==> config.mk <==
export PLATFORM = sky130hd
export DESIGN_NAME = pirq_aggregator
export DESIGN_NICKNAME = d
export VERILOG_FILES = /design/src/rtl/pirq_pkg.sv /design/src/rtl/pirq_status_bank.sv /design/src/rtl/pirq_enable_reg.sv /design/src/rtl/pirq_low_first_enc.sv /design/src/rtl/pirq_aggregator.sv
export SDC_FILE = /design/constraint.sdc
export NUM_CORES = 1
export LEC_CHECK = 0
export BUFFER_PORTS_ARGS = -buffer_cell sky130_fd_sc_hd__buf_2
export CAP_MARGIN = 10
export CORE_MARGIN = 3
export CORE_UTILIZATION = 49
export CTS_BUF_LIST = sky130_fd_sc_hd__clkbuf_8
export DETAILED_ROUTE_END_ITERATION = 6
export PLACE_DENSITY = 0.93
export SLEW_MARGIN = 25
export SYNTH_ARGS = -nofsm -noshare
export SYNTH_HDL_FRONTEND = slang
export SYNTH_SLANG_ARGS = --single-unit
export TNS_END_PERCENT = 100
==> constraint.sdc <==
create_clock -name clk -period 2.7 [get_ports clk]
set_input_delay 0.405 -clock clk [delete_from_list [all_inputs] [get_ports clk]]
set_output_delay 0.405 -clock clk [all_outputs]
set_load 0.02 [all_outputs]
==> src/rtl/pirq_pkg.sv <==
package pirq_pkg;
    typedef enum logic {
        IRQ_QUIET  = 1'b0,
        IRQ_RAISED = 1'b1
    } irq_state_e;

    localparam int unsigned OFS_STATUS = 0;
    localparam int unsigned OFS_ENABLE = 4;
endpackage

==> src/rtl/pirq_status_bank.sv <==
module pirq_status_bank #(
    parameter int unsigned        N_SRC   = 32,
    parameter logic [N_SRC-1:0]   EVT_SEL = 32'h0000_0C00
) (
    input  logic             clk,
    input  logic             rst_n,
    input  logic [N_SRC-1:0] src_in,
    input  logic             clr_wr,
    input  logic [N_SRC-1:0] clr_data,
    output logic [N_SRC-1:0] stat
);
    for (genvar i = 0; i < N_SRC; i++) begin : g_bit
        if (EVT_SEL[i]) begin : g_sticky
            logic hold_q;
            always_ff @(posedge clk or negedge rst_n) begin
                if (!rst_n) begin
                    hold_q <= 1'b0;
                end else if (src_in[i]) begin
                    hold_q <= 1'b1;          // a new event beats a clear
                end else if (clr_wr && clr_data[i]) begin
                    hold_q <= 1'b0;
                end
            end
            assign stat[i] = hold_q;
        end else begin : g_level
            assign stat[i] = src_in[i];
        end
    end
endmodule

==> src/rtl/pirq_enable_reg.sv <==
module pirq_enable_reg #(
    parameter int unsigned N_SRC = 32
) (
    input  logic             clk,
    input  logic             rst_n,
    input  logic             we,
    input  logic [N_SRC-1:0] wdata,
    output logic [N_SRC-1:0] enable
);
    always_ff @(posedge clk or negedge rst_n) begin
        if (!rst_n) begin
            enable <= '0;
        end else if (we) begin
            enable <= wdata;
        end
    end
endmodule

==> src/rtl/pirq_low_first_enc.sv <==
module pirq_low_first_enc #(
    parameter int unsigned N_SRC = 32,
    localparam int unsigned IDX_W = $clog2(N_SRC)
) (
    input  logic [N_SRC-1:0] pend,
    output logic             any,
    output logic [IDX_W-1:0] idx
);
    always_comb begin
        idx = '0;
        for (int i = N_SRC - 1; i >= 0; i--) begin
            if (pend[i]) begin
                idx = IDX_W'(i);
            end
        end
        any = |pend;
    end
endmodule

==> src/rtl/pirq_aggregator.sv <==
module pirq_aggregator #(
    parameter int unsigned        N_SRC   = 32,
    parameter int unsigned        ADDR_W  = 4,
    parameter logic [N_SRC-1:0]   EVT_SEL = 32'h0000_0C00,
    localparam int unsigned       IDX_W   = $clog2(N_SRC)
) (
    input  logic              clk,
    input  logic              rst_n,
    input  logic [N_SRC-1:0]  src_in,
    input  logic              wr_en,
    input  logic [ADDR_W-1:0] addr,
    input  logic [N_SRC-1:0]  wdata,
    output logic [N_SRC-1:0]  rdata,
    output logic              irq_out,
    output logic              irq_valid,
    output logic [IDX_W-1:0]  irq_idx
);
    import pirq_pkg::*;

    logic              sel_stat;
    logic              sel_en;
    logic [N_SRC-1:0]  stat_w;
    logic [N_SRC-1:0]  en_w;
    logic [N_SRC-1:0]  pend_w;
    logic              enc_any;
    logic [IDX_W-1:0]  enc_idx;
    irq_state_e        state_q;
    irq_state_e        state_d;
    logic [IDX_W-1:0]  idx_q;

    assign sel_stat = (addr == ADDR_W'(OFS_STATUS));
    assign sel_en   = (addr == ADDR_W'(OFS_ENABLE));

    pirq_status_bank #(.N_SRC(N_SRC), .EVT_SEL(EVT_SEL)) u_stat (
        .clk      (clk),
        .rst_n    (rst_n),
        .src_in   (src_in),
        .clr_wr   (wr_en && sel_stat),
        .clr_data (wdata),
        .stat     (stat_w)
    );

    pirq_enable_reg #(.N_SRC(N_SRC)) u_en (
        .clk    (clk),
        .rst_n  (rst_n),
        .we     (wr_en && sel_en),
        .wdata  (wdata),
        .enable (en_w)
    );

    assign pend_w = stat_w & en_w;

    pirq_low_first_enc #(.N_SRC(N_SRC)) u_enc (
        .pend (pend_w),
        .any  (enc_any),
        .idx  (enc_idx)
    );

    always_comb begin
        if (sel_stat)    rdata = stat_w;
        else if (sel_en) rdata = en_w;
        else             rdata = '0;
    end

    // request state machine
    always_comb begin
        state_d = state_q;
        unique case (state_q)
            IRQ_QUIET:  if (enc_any)  state_d = IRQ_RAISED;
            IRQ_RAISED: if (!enc_any) state_d = IRQ_QUIET;
            default:                  state_d = IRQ_QUIET;
        endcase
    end

    always_ff @(posedge clk or negedge rst_n) begin
        if (!rst_n) state_q <= IRQ_QUIET;
        else        state_q <= state_d;
    end

    // outputs
    always_ff @(posedge clk or negedge rst_n) begin
        if (!rst_n)       idx_q <= '0;
        else if (enc_any) idx_q <= enc_idx;
        else              idx_q <= '0;
    end

    assign irq_out   = (state_q == IRQ_RAISED);
    assign irq_valid = (state_q == IRQ_RAISED);
    assign irq_idx   = idx_q;
endmodule


[Word level (Yosys, flattened, before mapping)]
Cells that the tools add are included.
Word-level totals
  memory bits (read-only): 0
  bits in latches: 0
  register bits after elaboration: 40
  input port bits: 71
  bits in writable memories: 0
  word-level logic and storage cells: 55
  output and inout bits: 39
  memories: 0
Operators by class
  div/mod/pow operators: 0
  $add $sub $neg: 0
  muxes and demuxes: 40
  bitwise operators: 1
  reductions and logical operators: 8
  shift-type cells: 0
  $mul: 0
  order comparisons: 0
  equal/unequal tests: 1
Operators with widths (number)
  $mux W5: 33
  $mux W32: 2
  $and A32 B32 Y32: 1
  $reduce_or A32 Y1: 1
  $mux W1: 5
  $eq A4 B3 Y1 const B: 1
  $logic_and A1 B1 Y1: 4
  $logic_not A4 Y1: 1
  $reduce_bool A2 Y1: 2

[Depth between registers and ports, before layout]
  depth after elaboration: 34
  gate-level depth with buffers: 5
  gate-level depth less buffers: 5

[Hierarchy]
A second synthesis with hierarchy kept.
Unflattened totals
  cell total of the unflattened synthesis: 291
  area, all modules: 2981.6 um^2
By module, submodules not included
  pirq_enable_reg: cells an instance 68, area each 1345.0 um^2, sequential area each 800.8 um^2, times used 1
  pirq_aggregator: cells an instance 120, area each 938.4 um^2, sequential area each 150.1 um^2, times used 1
  pirq_low_first_enc: cells an instance 65, area each 385.4 um^2, sequential area each 0.0 um^2, times used 1
  pirq_status_bank: cells an instance 38, area each 312.8 um^2, sequential area each 50.0 um^2, times used 1

[Least setup slack after synthesis]
Ideal clock, no wire load.
  path type: input to output
  start: input port addr[1]
  end: output port rdata[10]
  cell stages on the path: 3
  data required time: 2.295 ns
  arrival: 1.649 ns
  path buffers: 1
  setup slack: 0.646 ns
  cells stage by stage: nor4_1 clkbuf_1 a22o_1
On the way
  longest elaborated chain between the ends: 3
  elaborated cells between the ends (all ways): 4
  classes of those cells: eq/ne: 1; mux: 2; reduce/logical: 1
Ends and longest elaborated chain
  from (decl): line pirq_aggregator.sv:11  | input logic [ADDR_W-1:0] addr,
  $eq A4 B3 Y1: line pirq_aggregator.sv:32  | assign sel_en = (addr == ADDR_W'(OFS_ENABLE));
  $mux W32: line pirq_aggregator.sv:61  | else if (sel_en) rdata = en_w;
  $mux W32 (*): line pirq_aggregator.sv:60  | if (sel_stat) rdata = stat_w;
  to (decl): line pirq_aggregator.sv:13  | output logic [N_SRC-1:0] rdata,
Every way passes the cells marked *; elsewhere a longest branch is shown, timed or not.

[Worst setup path in the final report]
  start: register u_en.enable[3]
  end: register idx_q[0], in the netlist irq_idx[0]
On the way
  longest elaborated chain between the ends: 6
  elaborated cells between the ends (all ways): 7
  classes of those cells: mux: 5; bitwise: 1; reduce/logical: 1
Ends and longest elaborated chain
  from (decl): line pirq_enable_reg.sv:8  | output logic [N_SRC-1:0] enable
  from (signal assigned): line pirq_enable_reg.sv:14  | enable <= wdata;
  $and A32 B32 Y32 (*): line pirq_aggregator.sv:51  | assign pend_w = stat_w & en_w;
  $mux W5 (4 in a row): line pirq_low_first_enc.sv:12  | if (pend[i]) begin
  $mux W5 (*): line pirq_aggregator.sv:83  | else if (enc_any) idx_q <= enc_idx;
  to (signal assigned): line pirq_aggregator.sv:83
  to (decl): line pirq_aggregator.sv:29  | logic [IDX_W-1:0] idx_q;
Marks and branches as above.
A chain may end at the register's enable or synchronous reset.

==> summary.txt <==
Setup CP Type: reg -> reg
fin nets: 389
# IOs: 110
Post-DRT Antenna Nets: 0
synth top area cells: dfrtp_1 44%, mux2_1 16%, a22o_1 14%
Port Buffer Count: 109
vias in the first global route: 2,158
mapped cell area: 0.002260 sq mm
Final Routed Wirelength: 6.401 mm
Setup Skew: 3.532 ps
Skew-Pair Late Insertion Delay: 280 ps
worst reg2reg endpoint: irq_idx[0]
register area share after synthesis: 0.4430
crit-path max FO: 4
clk buf depth: 2
Setup Buffers After CTS: 0
final instance area: 0.002967 sq mm
EDFF count, synth: 0
Multi-input gate area: 0.001232 sq mm
Critical Path, Cell by Cell: a22o_1 -> or4_1 -> or3_4 -> o21ai_1 -> a211oi_1
Vias/cell: 6.057
area delta synth->final: 31.28%
maximum vdd drop: 383.6 uV
CP max-delay cell: or4_1
post-CTS sizing: 0
worst min path class: in -> async
reg-to-reg slack, setup: 690 ps
R2R cell count: 5
clock-pin slew on the worst setup and hold paths: 80 ps
Critical Path End: irq_idx[0]
final hold violation count: 0
Final Util: 0.6721
WP data arrival: 2150 ps
Hold-fix buffers, CTS: 0
Worst Setup End Kind: flop
largest net degree at the start of global routing: 41
Die Span Y: 73.91 um
Tcrit/Tclk final: 0.7436
Starting Density: 0.5119
CTS root buffer: clkbuf_8
die area: 0.005463 sq mm
core area: 0.004414 sq mm
number of synthesized register bits: 40
detailed-route via count: 2,247
crit path launch: u_en.enable[3]
die width: 73.91 um
CP max stage delay: 570 ps
routed len/inst: 17.25 um
synth unique cells: 34
Syn Area/Cell: 10.86 sq um
Iter 0 DRT Violations: 182
ys async rst share: 1.000
global-route wire length before repair: 9.901 mm
Max Slew Vio Count: 0
Rows: 24
initial antenna violation count: 0
Synth area leader: dfrtp_1
status: finished clean
unrepaired setup endpoints after global routing: no
critical path data required time: 2840 ps
P per Cell Area: 619.7 mW/mm^2
Yosys top cell area share: 0.4430
CTS tree: yes
Fill cells: 353
P_leak: 0.001488 uW
Final Wtd Congestion: 0.9153
Final setup viols: 0
Slew headroom: 0.4080
Max-Cap Viols: 0
n_diodes: 0
clock sink total: 40
actual slew at the worst max-slew pin: 888.0 ps
dominant synthesized flop cell: dfrtp_1
Final min period: 2008 ps
Syn Inst Count: 208
Syn Nets: 279
layout cells sized above 1: 0.3950
CTS Buf Count: 5
H-tree depth: 2
first-pass iteration count of the detailed router: 4
yosys warns: 0
Max Freq: 0.4980 GHz
Storage cell area: 0.001001 sq mm
Remaining DRCs: 0
TNS Setup: 0 ps
GRT Util Overall: 0.2310
dpl hpwl: 4.863 mm
GR Overflow Total: 0
Cell Area, Placed: 0.002874 sq mm
reg-to-reg startpoint: u_en.enable[3]
CP startpoint kind: flop
-- synth_stat cells, types with 2 or more instances --
| master | number |
|---|---|
| nand3_1 | 7 |
| a32o_1 | 4 |
| clkbuf_1 | 6 |
| a32oi_1 | 2 |
| nand4_1 | 3 |
| a22oi_1 | 10 |
| nand2_1 | 24 |
| nor2_1 | 8 |
| a21oi_1 | 5 |
| nor3_1 | 2 |
| a22o_1 | 36 |
| nand2b_1 | 2 |
| a211oi_1 | 5 |
| a21o_1 | 2 |
| dfrtp_1 | 40 |
| mux2_1 | 32 |
| buf_1 | 3 |
-- power breakdown --
group          switching [uW]  internal, uW  total (uW)
clock                     200           204         403
combinational             318           258         576
sequential                124           735         858
-- critical path, delay by kind of cell, from the launching register on --
family	cells	cell delay, ps
compound gates	3	510
flops	1	420
simple gates	2	940
-- cells by family after synthesis --
group | Yosys count | synth area share
compound gates | 74 | 0.2691
simple gates | 52 | 0.1102
flops | 40 | 0.4430
mux | 32 | 0.1595
buf+inv | 10 | 0.01827
-- final cells by class --
class / count / share of cell area
Clock buffer: 6 / 0.02784
Multi-Input combinational cell: 158 / 0.4154
Sequential cell: 40 / 0.3374
Tap cell: 52 / 0.02193
Clock inverter: 2 / 0.003374
Timing Repair Buffer: 113 / 0.1940
-- state kept, by name, summed over array words and instances (netlist names) --
signal	cells
u_en.enable	32
irq_idx	5
u_stat.g_bit.g_sticky.hold_q	2
irq_out	1
-- metrics by stage --
step | instances | hold slack [ps] | setup slack [ps] | total power, uW
floorplan | 208 | 109.4 | 645.6 | 1210
global placement | 363 | 488.1 | 668.2 | 1399
detailed placement | 363 | 502.6 | 596.7 | 1434
CTS | 371 | 259.7 | 709.4 | 1840
global route | 371 | 296.4 | 622.9 | 1942
finish | 371 | 237.4 | 692.2 | 1838
-- placed cells by master (no fill, tap or decap), types with 5 or more instances in the layout --
cell / Yosys / final
a22oi_1: 10 / 10
nand2_1: 24 / 24
buf_2: 0 / 109
a211oi_1: 5 / 5
dfrtp_1: 40 / 40
a21oi_1: 5 / 5
a22o_1: 36 / 36
nand3_1: 7 / 7
mux2_1: 32 / 32
clkbuf_8: 0 / 6
nor2_1: 8 / 8
-- routing by layer --
| metal | vias up | share of wire | global-route usage |
|---|---|---|---|
| li1 | 1046 | - | - |
| met1 | 1088 | 0.42 | 0.3048 |
| met2 | 102 | 0.51 | 0.3927 |
| met3 | 11 | 0.058 | 0.03146 |
| met4 | 0 | 0.014 | 0.07243 |
| met5 | - | 0 | 0 |
-- worst min-delay path by stage --
| stage | from | endpoint | slack, ps | cells past startpoint |
|---|---|---|---|---|
| floorplan | rst_n | irq_idx[0] | 110 | 0 |
| global placement | u_stat.g_bit[11].g_sticky.hold_q | u_stat.g_bit[11].g_sticky.hold_q | 490 | 1 |
| detailed placement | u_stat.g_bit[11].g_sticky.hold_q | u_stat.g_bit[11].g_sticky.hold_q | 500 | 1 |
| CTS | rst_n | u_en.enable[5] | 260 | 1 |
| global route | src_in[11] | u_stat.g_bit[11].g_sticky.hold_q | 300 | 2 |
| finish | rst_n | u_en.enable[3] | 240 | 1 |
Power figures use the tool's default switching activity.
